File: src/rtl/lcpe_pkg.sv
package lcpe_pkg;

  typedef enum logic [1:0] {
    PH_IDLE,
    PH_FIRST,
    PH_GAP,
    PH_SECOND
  } phase_e;

  typedef struct packed {
    logic startEvt;
    logic loadGap;
    logic loadSecond;
    logic finish;
  } lcpeStrobes_t;

endpackage

File: src/rtl/lcpeDatapath.sv
module lcpeDatapath
  import lcpe_pkg::*;
#(
  parameter int WIDE_CYC   = 8,
  parameter int NARROW_CYC = 4,
  parameter int GAP_DOWN   = 4,
  parameter int GAP_UP     = 8,
  parameter int CNT_W      = 4
) (
  input  logic         clk,
  input  logic         rstN,
  input  logic         levelToggle,
  input  logic         dirUp,
  input  logic         pairMode,
  input  lcpeStrobes_t strobes,
  output logic         evtAvail,
  output logic         cntLast,
  output logic         curPair,
  output logic         pulseOut,
  output logic         overflow
);

  localparam int SYNC_N = 2;
  localparam logic [CNT_W-1:0] LEN_WIDE   = CNT_W'(WIDE_CYC);
  localparam logic [CNT_W-1:0] LEN_NARROW = CNT_W'(NARROW_CYC);
  localparam logic [CNT_W-1:0] LEN_GAPDN  = CNT_W'(GAP_DOWN);
  localparam logic [CNT_W-1:0] LEN_GAPUP  = CNT_W'(GAP_UP);
  localparam logic [CNT_W-1:0] LEN_ONE    = CNT_W'(1);

  // two-flop synchronizers for toggle (bit 0) and direction (bit 1)
  logic [SYNC_N-1:0] syncIn, syncA, syncB;
  assign syncIn = {dirUp, levelToggle};

  for (genvar g = 0; g < SYNC_N; g++) begin : gSync
    always_ff @(posedge clk) begin
      if (!rstN) begin
        syncA[g] <= 1'b0;
        syncB[g] <= 1'b0;
      end else begin
        syncA[g] <= syncIn[g];
        syncB[g] <= syncA[g];
      end
    end
  end

  logic ltPrev, ltEdge, dirNow;
  assign ltEdge = syncB[0] ^ ltPrev;
  assign dirNow = syncB[1];

  always_ff @(posedge clk) begin
    if (!rstN) ltPrev <= 1'b0;
    else       ltPrev <= syncB[0];
  end

  // one-entry event queue
  logic pendValid, pendDir, evtDir, freshUsed;
  assign evtAvail  = pendValid | ltEdge;
  assign evtDir    = pendValid ? pendDir : dirNow;
  assign freshUsed = strobes.startEvt & ~pendValid;

  always_ff @(posedge clk) begin
    if (!rstN) begin
      pendValid <= 1'b0;
      pendDir   <= 1'b0;
      overflow  <= 1'b0;
    end else begin
      if (strobes.startEvt && pendValid) pendValid <= 1'b0;
      if (ltEdge && !freshUsed) begin
        if (pendValid && !strobes.startEvt) begin
          overflow <= 1'b1;
        end else begin
          pendValid <= 1'b1;
          pendDir   <= dirNow;
        end
      end
    end
  end

  // phase counter and output register
  logic [CNT_W-1:0] cnt;
  logic             curDir;
  assign cntLast = (cnt == LEN_ONE);

  always_ff @(posedge clk) begin
    if (!rstN) begin
      cnt      <= '0;
      curDir   <= 1'b0;
      curPair  <= 1'b0;
      pulseOut <= 1'b0;
    end else if (strobes.startEvt) begin
      curDir   <= evtDir;
      curPair  <= pairMode;
      pulseOut <= 1'b1;
      cnt      <= pairMode ? LEN_ONE : (evtDir ? LEN_NARROW : LEN_WIDE);
    end else if (strobes.loadGap) begin
      pulseOut <= 1'b0;
      cnt      <= curDir ? LEN_GAPUP : LEN_GAPDN;
    end else if (strobes.loadSecond) begin
      pulseOut <= 1'b1;
      cnt      <= LEN_ONE;
    end else begin
      if (strobes.finish) pulseOut <= 1'b0;
      if (cnt != '0)      cnt <= cnt - LEN_ONE;
    end
  end

  // checker: run length of the current high stretch
  logic [CNT_W:0] hiRun;
  always_ff @(posedge clk) begin
    if (!rstN)         hiRun <= '0;
    else if (pulseOut) hiRun <= hiRun + 1'b1;
    else               hiRun <= '0;
  end

  AST_WIDTH_BOUND: assert property (@(posedge clk) disable iff (!rstN)
    pulseOut |-> (int'(hiRun) < WIDE_CYC));
  AST_PAIR_ONE_CYCLE: assert property (@(posedge clk) disable iff (!rstN)
    (curPair && $rose(pulseOut)) |=> !pulseOut);
  AST_QUEUE_FULL_OVF: assert property (@(posedge clk) disable iff (!rstN)
    (pendValid && ltEdge && !strobes.startEvt) |=> overflow);
  AST_OVF_STICKY: assert property (@(posedge clk) disable iff (!rstN)
    overflow |=> overflow);

endmodule

File: src/rtl/lcpeControl.sv
module lcpeControl
  import lcpe_pkg::*;
(
  input  logic         clk,
  input  logic         rstN,
  input  logic         evtAvail,
  input  logic         cntLast,
  input  logic         curPair,
  input  logic         pulseOut,
  output lcpeStrobes_t strobes,
  output logic         busy
);

  phase_e phase, phaseNext;

  always_comb begin
    phaseNext = phase;
    strobes   = '0;
    unique case (phase)
      PH_IDLE: if (evtAvail) begin
        strobes.startEvt = 1'b1;
        phaseNext        = PH_FIRST;
      end
      PH_FIRST: if (cntLast) begin
        if (curPair) begin
          strobes.loadGap = 1'b1;
          phaseNext       = PH_GAP;
        end else begin
          strobes.finish = 1'b1;
          phaseNext      = PH_IDLE;
        end
      end
      PH_GAP: if (cntLast) begin
        strobes.loadSecond = 1'b1;
        phaseNext          = PH_SECOND;
      end
      PH_SECOND: if (cntLast) begin
        strobes.finish = 1'b1;
        phaseNext      = PH_IDLE;
      end
      default: phaseNext = PH_IDLE;
    endcase
  end

  always_ff @(posedge clk) begin
    if (!rstN) phase <= PH_IDLE;
    else       phase <= phaseNext;
  end

  assign busy = (phase != PH_IDLE);

  AST_IDLE_QUIET: assert property (@(posedge clk) disable iff (!rstN)
    (phase == PH_IDLE) |-> !pulseOut);
  AST_BUSY_WITH_PULSE: assert property (@(posedge clk) disable iff (!rstN)
    pulseOut |-> busy);

endmodule

File: src/rtl/lcPulseEncoder.sv
module lcPulseEncoder
  import lcpe_pkg::*;
#(
  parameter int CLK_PERIOD_NS = 10,
  parameter int WIDE_NS       = 80,
  parameter int NARROW_NS     = 40,
  parameter int GAP_DOWN      = 4,
  parameter int GAP_UP        = 8
) (
  input  logic clk,
  input  logic rstN,
  input  logic levelToggle,
  input  logic dirUp,
  input  logic pairMode,
  output logic pulseOut,
  output logic busy,
  output logic overflow
);

  localparam int WIDE_CYC   = (WIDE_NS + CLK_PERIOD_NS - 1) / CLK_PERIOD_NS;
  localparam int NARROW_CYC = (NARROW_NS + CLK_PERIOD_NS - 1) / CLK_PERIOD_NS;
  localparam int MAX_A      = (WIDE_CYC > NARROW_CYC) ? WIDE_CYC : NARROW_CYC;
  localparam int MAX_B      = (GAP_UP > GAP_DOWN) ? GAP_UP : GAP_DOWN;
  localparam int MAX_LEN    = (MAX_A > MAX_B) ? MAX_A : MAX_B;
  localparam int CNT_W      = $clog2(MAX_LEN + 1);

  lcpeStrobes_t strobes;
  logic evtAvail, cntLast, curPair;

  lcpeDatapath #(
    .WIDE_CYC  (WIDE_CYC),
    .NARROW_CYC(NARROW_CYC),
    .GAP_DOWN  (GAP_DOWN),
    .GAP_UP    (GAP_UP),
    .CNT_W     (CNT_W)
  ) datapath_i (
    .clk        (clk),
    .rstN       (rstN),
    .levelToggle(levelToggle),
    .dirUp      (dirUp),
    .pairMode   (pairMode),
    .strobes    (strobes),
    .evtAvail   (evtAvail),
    .cntLast    (cntLast),
    .curPair    (curPair),
    .pulseOut   (pulseOut),
    .overflow   (overflow)
  );

  lcpeControl control_i (
    .clk     (clk),
    .rstN    (rstN),
    .evtAvail(evtAvail),
    .cntLast (cntLast),
    .curPair (curPair),
    .pulseOut(pulseOut),
    .strobes (strobes),
    .busy    (busy)
  );

endmodule

File: config.mk
export PLATFORM = sky130hd
export DESIGN_NAME = lcPulseEncoder
export DESIGN_NICKNAME = d
export VERILOG_FILES = /design/src/rtl/lcpe_pkg.sv /design/src/rtl/lcpeDatapath.sv /design/src/rtl/lcpeControl.sv /design/src/rtl/lcPulseEncoder.sv
export SDC_FILE = /design/constraint.sdc
export NUM_CORES = 1
export LEC_CHECK = 0
export BUFFER_PORTS_ARGS = -buffer_cell sky130_fd_sc_hd__buf_2
export CORE_MARGIN = 2
export CORE_UTILIZATION = 52
export DETAILED_ROUTE_END_ITERATION = 6
export PLACE_DENSITY = 0.78
export RECOVER_POWER = 50
export REMOVE_ABC_BUFFERS = 1
export SLEW_MARGIN = 20
export SYNTH_ARGS = -nofsm -noshare
export SYNTH_HDL_FRONTEND = slang
export SYNTH_SLANG_ARGS = --single-unit
File: constraint.sdc
create_clock -name clk -period 4 [get_ports clk]
set_clock_uncertainty 0.2 [all_clocks]
set_input_delay 0.8 -clock clk [delete_from_list [all_inputs] [get_ports clk]]
set_output_delay 0.8 -clock clk [all_outputs]
set_load 0.01 [all_outputs]
==> results of run 1 <==
## stage by stage
| stage | instances | util, % |
|---|---|---|
| after floorplan | 84 | - |
| after global placement | 106 | 61.35 |
| after detailed placement | 106 | 61.35 |
| after CTS | 110 | 63.58 |
| after global routing | 110 | 63.48 |
| final | 110 | 63.48 |
## cell usage in the layout (no fill, tap or decap), types with 2 or more instances in the layout
cell and instances:
and2_0 3, o21a_1 3, ha_1 3, a211oi_1 4, inv_1 6, clkbuf_4 3
dfxtp_1 17, nand2_1 4, nand3_1 4, o21ai_0 2, mux2i_1 2, a21oi_1 7
and2_1 2, nor2_1 8, buf_2 6, xor2_1 3, or2b_1 2, a31oi_1 2
## kinds of logic after synthesis
| kind of cell | Yosys count |
|---|---|
| muxes | 2 |
| DFF | 17 |
| xor gates and xnor gates | 3 |
| buffers and inverters | 6 |
| adders and majority gates | 3 |
| and+or+nand+nor | 30 |
| AOI/OAI and AO/OA | 23 |
## final cells by class
type	count	area, sq um
sequential	17	340.3
timing repair buffer	7	33.78
multi-input combinational	61	411.6
fill	114	493.0
clock inverter	1	7.507
tap	15	18.77
clock buffer	3	22.52
inverter	6	22.52
## final timing paths
| kind | from | end | slack [ns] | cells after the start |
|---|---|---|---|---|
| worst max register to register | datapath_i.cnt[1] | datapath_i.cnt[0] | 2.11 | 6 |
| worst min register to register | datapath_i.syncA[0] | datapath_i.syncB[0] | 0.25 | 1 |
| worst max-delay path | register | busy | 1.88 | 3 |
| worst min-delay path | datapath_i.syncA[0] | datapath_i.syncB[0] | 0.25 | 1 |
## power groups by stage
stage	combinational (mW)	sequential, mW	clock (mW)
final	0.155	0.222	0.0974
after global routing	0.177	0.225	0.104
after CTS	0.156	0.222	0.100
after detailed placement	0.152	0.225	0
after global placement	0.151	0.225	0
after floorplan	0.125	0.220	0
## routing by layer
layer / part of all wire, % / global-route usage (%)
met1: 50 / 24.80
met2: 44 / 30.15
met3: 2.8 / 2.586
met4: 2.9 / 11.25
met5: 0 / 0
==> results.tsv, run 1 <==
metric	value	unit
critical_path.max_stage_delay	0.39	ns
synthAdderAreaFrac	4.847	%
netSwitchingPower	169.7	uW
crit_type	register to output port	
grt_usage	19.18	%
grt_pass1_vias	611	
worstSetupStartpointType	register	
synth_compound_area_share	19.71	%
timing.final.ws_setup	1.878	ns
clock_latency	0.30	ns
hold_buffers	0	
dr.pass1.iters	4	
finalPower	474.6	uW
tightest_slew	0.5038	ns
internal_power	304.9	uW
antenna_found_initial	0	
insertedDiodeCount	0	
outcome	finished clean	
syn_area	774.5	sq um
synth_top_family_by_area	simple AND/OR/NAND/NOR gates	
core-area	1350	sq um
slew_headroom	66.19	%
dp_hpwl	1046	microns
wl_per_cell	13.05	microns
slowest_stage	dfxtp_1	
synth_mux_area_share	2.585	%
top_regs	datapath_i.cnt x4, datapath_i.syncA x2	
die_w	42.59	microns
critPathTopFamily	flip-flops	
avgViaCountPerCell	5.664	
synth.largest_area_cell	dfxtp_1	
area_growth	10.66	%
clockRootBuffer	clkbuf_4	
cts-resized-gates	0	
io_pins	8	
fin_tns_setup	0	ns
power_density	553.7	nW/um^2
final_max_slew_viol_count	0	
whs	0.2469	ns
vias	623	
period_share	53.05	%
clkTransAtPathRegs	0.11	ns
dieArea	1814	sq um
row_count	13	
cts_made_buffers	3	
num-nets-final	104	
pwr-share-clk	20.5	%
crit_path_cell_trace	nor2_1 > inv_1 > buf_2	
p_leak	0.3678	nW
combPwrFrac	32.7	%
netlist_top_cells_area	dfxtp_1 44%, ha_1 4.8%, a21oi_1 4.5%	
endpoint_kind	output port	
synthFlopType	dfxtp_1	
cp.required	3.00	ns
synth_cell_type_count	27	
ys_seq_area_share	43.94	%
hold_path.class	register to register	
grt_max_degree	12	
crit_buf_inv	2	
layout_min_cycle_time	2.122	ns
irDropWorstVdd	0.0002314	V
cts.path.max_buffers	2	
yosysMostFrequentCell	dfxtp_1	
yosys_warnings	0	
port_buffers	7	
maxCapViolations	0	
dpl-instance-area	828.3	sq um
htreeDepth	1	
yosysTopAreaCellShare	43.94	%
largest_reg_flops	4	
cts_tree	built	
routed_wl	1435	microns
drtIter0Drc	9	
setup_viol	0	
finalHoldViolations	0	
critPathArrivalTime	1.12	ns
cts_sinks	17	
grt_pass1_wl	2628	microns
syn_avg_cell_area	9.220	sq um
max_freq	0.4713	GHz
synth_common_cells	17 x dfxtp_1, 8 x nor2_1, 7 x a21oi_1, 6 x inv_1, 5 x and2_1	
drive_gt1_share	13.68	%
final_area	857.1	sq um
gr-total-overflow	0	
synth-simple-area-share	22.62	%
crit_fanout	8	
synth-xor-area-share	3.393	%
place.gp.congestion	0.8479	
synth_seq_cells	17	
post_cts_buffers	0	
p_sw_share	35.75	%
dp_slack	2.158	ns
drtAntennaViolNets	0	
async_reset_ff_share	0	%
seqPwrFrac	46.8	%
remaining_drc_errors	0	
regMostFlops	datapath_i.cnt	
synth_edf_count	0	
rsz0062_at_grt	false	
die_h	42.59	microns
initial_utilization	57.37	%
synthCells	84	
Power figures use the tool's default switching activity.
==> run 2: changes to the inputs <==
--- a/config.mk
+++ b/config.mk
@@ -5,9 +5,10 @@
 export SDC_FILE = /design/constraint.sdc
 export NUM_CORES = 1
 export LEC_CHECK = 0
+export ABC_AREA = 1
 export BUFFER_PORTS_ARGS = -buffer_cell sky130_fd_sc_hd__buf_2
 export CORE_MARGIN = 2
-export CORE_UTILIZATION = 52
+export CORE_UTILIZATION = 50
 export DETAILED_ROUTE_END_ITERATION = 6
 export PLACE_DENSITY = 0.78
 export RECOVER_POWER = 50
==> constraint.sdc (replaced) <==
create_clock -name clk -period 1.85 [get_ports clk]
set_clock_uncertainty 0.2 [all_clocks]
set_input_delay 0.37 -clock clk [delete_from_list [all_inputs] [get_ports clk]]
set_output_delay 0.37 -clock clk [all_outputs]
set_load 0.01 [all_outputs]
==> run 2 against run 1 <==
  * Total power is 140% higher
  * First-iteration DRC count is 33% lower
  * Design area is 9.9% higher
  * Register-to-register slack worse by 1.8 ns
  * Final cell count is 36% higher
  * Clock power is 94% higher
  * Critical path depth stayed put
  * Critical path type unchanged
  * Highest routed layer unchanged
==> results.tsv, run 2 <==
metric	value	unit	change
outcome	finished clean		unchanged
drive_gt1_share	17.29	%	was 13.68%
synth_edf_count	0		unchanged
hold_buffers	0		unchanged
ys_seq_area_share	38.47	%	was 43.94%
synth_cell_type_count	24		was 27
period_share	88.10	%	
area_growth	6.506	%	was 10.66%
regMostFlops	datapath_i.cnt		unchanged
place.gp.congestion	0.7771		was 0.8479
slowest_stage	dfxtp_1		unchanged
cts.path.max_buffers	2		unchanged
async_reset_ff_share	0	%	unchanged
slew_headroom	69.73	%	was 66.19%
port_buffers	7		unchanged
die_w	46.06	microns	was 42.59 microns
cts-resized-gates	0		unchanged
critPathArrivalTime	1.06	ns	was 1.12 ns
wl_per_cell	9.633	microns	was 13.05 microns
cp.required	1.28	ns	was 3.00 ns
htreeDepth	1		unchanged
rsz0062_at_grt	false		unchanged
clkTransAtPathRegs	0.09	ns	was 0.11 ns
avgViaCountPerCell	4.867		was 5.664
initial_utilization	52.37	%	was 57.37%
drtAntennaViolNets	0		unchanged
p_leak	0.5066	nW	was 0.3678 nW
grt_pass1_vias	639		was 611
num-nets-final	142		was 104
synth.largest_area_cell	dfxtp_1		unchanged
synth_seq_cells	17		unchanged
io_pins	8		unchanged
grt_pass1_wl	2435	microns	was 2628 microns
cts_made_buffers	3		unchanged
remaining_drc_errors	0		unchanged
crit_fanout	5		was 8
row_count	15		was 13
final_common_cell	nand2_1		was dfxtp_1
grt_usage	16.34	%	was 19.18%
finalHoldViolations	0		unchanged
grt_max_degree	12		unchanged
maxCapViolations	0		unchanged
top_regs	datapath_i.cnt x4, datapath_i.syncA x2		unchanged
crit_type	register to output port		unchanged
largest_reg_flops	4		unchanged
endpoint_kind	output port		unchanged
post_cts_buffers	0		unchanged
nFillCells	159		was 114
drtIter0Drc	6		was 9
dr.pass1.iters	3		was 4
worstSetupStartpointType	register		unchanged
crit_path_cell_trace	nor2_1 > inv_1 > buf_2		unchanged
dieArea	2122	sq um	was 1814 sq um
cts_sinks	17		unchanged
syn_avg_cell_area	7.134	sq um	was 9.220 sq um
core-area	1689	sq um	was 1350 sq um
whs	0.06527	ns	was 0.2469 ns
vias	730		was 623
clock_latency	0.29	ns	was 0.30 ns
synth_common_cells	34 x nand2_1, 20 x inv_1, 17 x dfxtp_1, 7 x nand3_1, 7 x nor2_1		was 17 x dfxtp_1, 8 x nor2_1, 7 x a21oi_1, 6 x inv_1, 5 x and2_1
max_freq	0.6135	GHz	
irDropWorstVdd	0.0006330	V	was 0.0002314 V
cts_tree	built		unchanged
die_h	46.06	microns	was 42.59 microns
critical_path.max_stage_delay	0.35	ns	was 0.39 ns
final_max_slew_viol_count	0		unchanged
netlist_top_cells_area	dfxtp_1 38%, nand2_1 14%, inv_1 8.5%		was dfxtp_1 44%, ha_1 4.8%, a21oi_1 4.5%
power_density	1211	nW/um^2	was 553.7 nW/um^2
hold_path.class	primary input to register		was register to register
synthCells	124		was 84
setup_viol	0		unchanged
yosys_warnings	0		unchanged
gr-total-overflow	0		unchanged
layout_common_cells	35 x nand2_1, 20 x inv_1, 17 x dfxtp_1		was 17 x dfxtp_1, 8 x nor2_1, 7 x a21oi_1
yosysMostFrequentCell	nand2_1		was dfxtp_1
dp_hpwl	1165	microns	was 1046 microns
clockRootBuffer	clkbuf_4		unchanged
yosysTopAreaCellShare	38.47	%	was 43.94%
tightest_slew	0.4540	ns	was 0.5038 ns
antenna_found_initial	0		unchanged
syn_area	884.6	sq um	was 774.5 sq um
layout_min_cycle_time	1.630	ns	
fin_tns_setup	0	ns	unchanged
synthFlopType	dfxtp_1		unchanged
insertedDiodeCount	0		unchanged
routed_wl	1445	microns	was 1435 microns
-- run 2: through the flow --
stage	setup slack (ns)	instance area [sq um]	utilization, %	total power, mW	cells
2_1_floorplan	0.4397	868.3	-	0.8754	122
4_1_cts	0.2401	950.9	56.30	1.161	150
6_report	0.2201	942.2	55.78	1.141	150
3_5_place_dp	0.3044	924.6	54.74	0.9711	146
3_3_place_gp	0.3796	924.6	54.74	0.9516	146
5_1_grt	0.1112	942.2	55.78	1.244	150
-- run 2: critical path: cells and delay by family, from the launching register on --
family,cells,cell delay (ns)
flops,1,0.35
buf+inv,2,0.25
simple gates,1,0.19
-- run 2: power by group --
part	leakage (nW)	switching, mW	internal [mW]
Combinational	0.352	0.296	0.189
Clock	0.0150	0.105	0.0838
Sequential	0.139	0.0483	0.419
-- run 2: cells by family after synthesis --
family / synth area share, %
DFF: 38.47
and+or+nand+nor: 34.09
adders and majority gates: 4.244
AOI/OAI and AO/OA: 9.054
xor gates and xnor gates: 0.9903
buffers and inverters: 13.15
-- run 2: routing by layer --
metal	wire (microns)	share of wire, %	track usage, %	up-vias
met1	660	46	19.22	320
met3	30	2.1	2.745	4
li1	-	-	-	396
met5	0	0	0	-
met2	728	50	27.22	10
met4	26	1.8	10.29	0
-- run 2: path summary, 6_finish.rpt --
check / startpoint / to / slack (ns) / depth (start not counted)
setup / recovery: control_i.phase[0] / busy / 0.22 / 3
hold / removal: dirUp / datapath_i.syncA[1] / 0.07 / 3
setup reg to reg: datapath_i.cnt[1] / datapath_i.cnt[0] / 0.28 / 10
hold reg to reg: datapath_i.syncA[0] / datapath_i.syncB[0] / 0.22 / 2
-- run 2: cell type report --
cell class	instances	area, sq um	share of cell area (%)
Timing Repair Buffer	7	31.28	3.320
Sequential cell	17	340.3	36.12
Multi-Input combinational cell	79	422.9	44.89
Inverter	26	100.1	10.62
Tap cell	17	21.27	2.258
Clock buffer	4	26.28	2.789
==> run 3: changes to the inputs <==
--- a/config.mk
+++ b/config.mk
@@ -7,8 +7,10 @@
 export LEC_CHECK = 0
 export ABC_AREA = 1
 export BUFFER_PORTS_ARGS = -buffer_cell sky130_fd_sc_hd__buf_2
-export CORE_MARGIN = 2
+export CAP_MARGIN = 40
+export CORE_MARGIN = 5
 export CORE_UTILIZATION = 50
+export CTS_CLUSTER_DIAMETER = 60
 export DETAILED_ROUTE_END_ITERATION = 6
 export PLACE_DENSITY = 0.78
 export RECOVER_POWER = 50
==> run 3 against run 2 <==
  * Fmax up 1.7%
  * Wire length up 5.7%
  * Sequential power about the same
  * Critical path depth unchanged
  * Via count up 2.3%
  * Total power up 0.66%
  * Worst hold slack worse by 0.012 ns
  * Critical path type unchanged
==> results.tsv, run 3 (synthesized netlist as in run 2, its figures left out) <==
metric	value	unit	change
power_density	1202	nW/um^2	was 1211 nW/um^2
antenna_found_initial	0		unchanged
avgViaCountPerCell	4.728		was 4.867
finalHoldViolations	0		unchanged
worstSetupStartpointType	register		unchanged
dp_hpwl	1217	microns	was 1165 microns
top_regs	datapath_i.cnt x4, datapath_i.syncA x2		unchanged
endpoint_kind	output port		unchanged
cts.path.max_buffers	2		unchanged
insertedDiodeCount	0		unchanged
cts-resized-gates	0		unchanged
grt_pass1_wl	2532	microns	was 2435 microns
min_to	datapath_i.syncA[0]		was datapath_i.syncA[1]
p_leak	0.5102	nW	was 0.5066 nW
rsz0062_at_grt	false		unchanged
initial_utilization	51.79	%	was 52.37%
crit_type	register to output port		unchanged
max_freq	0.6240	GHz	was 0.6135 GHz
timing.rr.end	datapath_i.cnt[0]		unchanged
cts_made_buffers	3		unchanged
critPathArrivalTime	1.03	ns	was 1.06 ns
cp.required	1.28	ns	about the same
drtIter0Drc	21		was 6
final_core_util	55.97	%	was 55.78%
num-nets-final	142		unchanged
fin_tns_setup	0	ns	unchanged
slowest_stage	dfxtp_1		unchanged
grt_pass1_vias	650		was 639
port_buffers	7		unchanged
die_h	52.06	microns	was 46.06 microns
htreeDepth	1		unchanged
worstHoldStart	levelToggle		was dirUp
die_w	52.06	microns	was 46.06 microns
hold_path.class	primary input to register		unchanged
drive_gt1_share	18.80	%	was 17.29%
drtAntennaViolNets	0		unchanged
post_cts_buffers	0		unchanged
final_max_slew_viol_count	0		unchanged
gr-total-overflow	0		unchanged
routed_wl	1528	microns	was 1445 microns
crit_path_cell_trace	nor2_2 > inv_1 > buf_2		was nor2_1 > inv_1 > buf_2
dp.cells	154		was 146
row_count	15		unchanged
critPathTopFamily	flip-flops		unchanged
critical_path.max_stage_delay	0.37	ns	was 0.35 ns
largest_reg_flops	4		unchanged
crit_fanout	5		unchanged
hold_buffers	0		unchanged
fin_cells	158		was 150
dieArea	2710	sq um	was 2122 sq um
nFillCells	163		was 159
grt_max_degree	12		unchanged
min_path_cells	3		unchanged
reg2reg_depth	9		was 10
io_pins	8		unchanged
area_growth	8.062	%	was 6.506%
r2r-start	datapath_i.syncB[0]		was datapath_i.cnt[1]
tightest_slew	0.4627	ns	was 0.4540 ns
r2r_slack	0.28	ns	about the same
clockRootBuffer	clkbuf_4		unchanged
crit_buf_inv	2		unchanged
clock_latency	0.29	ns	about the same
dr.pass1.iters	4		was 3
cts_sinks	17		unchanged
core-area	1708	sq um	was 1689 sq um
clkTransAtPathRegs	0.10	ns	was 0.09 ns
outcome	finished clean		unchanged
vias	747		was 730
final_common_cell	nand2_1		unchanged
slew_headroom	69.15	%	was 69.73%
setup_viol	0		unchanged
remaining_drc_errors	0		unchanged
maxCapViolations	0		unchanged
wl_per_cell	9.671	microns	was 9.633 microns
place.gp.congestion	0.8483		was 0.7771
layout_min_cycle_time	1.603	ns	was 1.630 ns
period_share	86.63	%	was 88.10%
cts_tree	built		unchanged
grt_usage	12.63	%	was 16.34%
layout_common_cells	35 x nand2_1, 20 x inv_1, 17 x dfxtp_1		unchanged
irDropWorstVdd	0.0006127	V	was 0.0006330 V
regMostFlops	datapath_i.cnt		unchanged
## run 3: cell types whose count changed in the layout (fill, tap and decap cells not counted), sizes merged
cell	delta
clkbuf	-1
clkinv	+1
## run 3: final cells by class
cell class | instances | area, sq um | area share (%)
Clock buffer | 3 | 22.52 | 2.356
Tap cell | 25 | 31.28 | 3.272
Timing Repair Buffer | 7 | 31.28 | 3.272
Clock inverter | 1 | 5.005 | 0.5236
Inverter | 26 | 100.1 | 10.47
Sequential cell | 17 | 340.3 | 35.60
Multi-Input combinational cell | 79 | 425.4 | 44.50
## run 3: worst max-delay path by stage
| stage | from | endpoint | slack, ns | cells past startpoint |
|---|---|---|---|---|
| floorplan | datapath_i.cnt[1] | datapath_i.cnt[0] | 0.44 | 10 |
| global placement | datapath_i.cnt[1] | datapath_i.cnt[2] | 0.38 | 9 |
| detailed placement | datapath_i.cnt[1] | datapath_i.cnt[0] | 0.34 | 10 |
| CTS | register | busy | 0.23 | 3 |
| global route | datapath_i.syncB[0] | datapath_i.cnt[0] | 0.12 | 9 |
| finish | control_i.phase[0] | busy | 0.25 | 3 |
## run 3: worst reg2reg max path, cell delays in order, from the launching register on
cell	delay (ns)
dfxtp_1	0.37
inv_2	0.03
nand2_1	0.08
nand3_2	0.06
nand2_1	0.33
nand2_4	0.10
nor2_4	0.13
nand2_1	0.07
nand2_1	0.06
nor2_1	0.04
## run 3: metal layers
| layer | wire, microns | vias to the layer above | global-route usage (%) | share of wire (%) |
|---|---|---|---|---|
| li1 | - | 399 | - | - |
| met1 | 684 | 322 | 14.16 | 45 |
| met2 | 749 | 22 | 21.97 | 49 |
| met3 | 61 | 4 | 2.006 | 4.0 |
| met4 | 33 | 0 | 7.860 | 2.2 |
| met5 | 0 | - | 0 | 0 |
## run 3: power breakdown
| part | internal (mW) | switching (mW) | total [mW] |
|---|---|---|---|
| clock | 0.0803 | 0.113 | 0.194 |
| combinational | 0.190 | 0.300 | 0.490 |
| sequential | 0.420 | 0.0451 | 0.465 |
## run 3: stage by stage
step	area, sq um	setup WS [ns]	power, mW	hold WS [ns]
after floorplan	868.3	0.4397	0.8754	0.1900
final	955.9	0.2474	1.149	0.05367
after global routing	955.9	0.1232	1.254	0.07418
after global placement	934.6	0.3792	0.9546	0.2062
after CTS	962.2	0.2284	1.158	0.05198
after detailed placement	934.6	0.3399	0.9687	0.2067
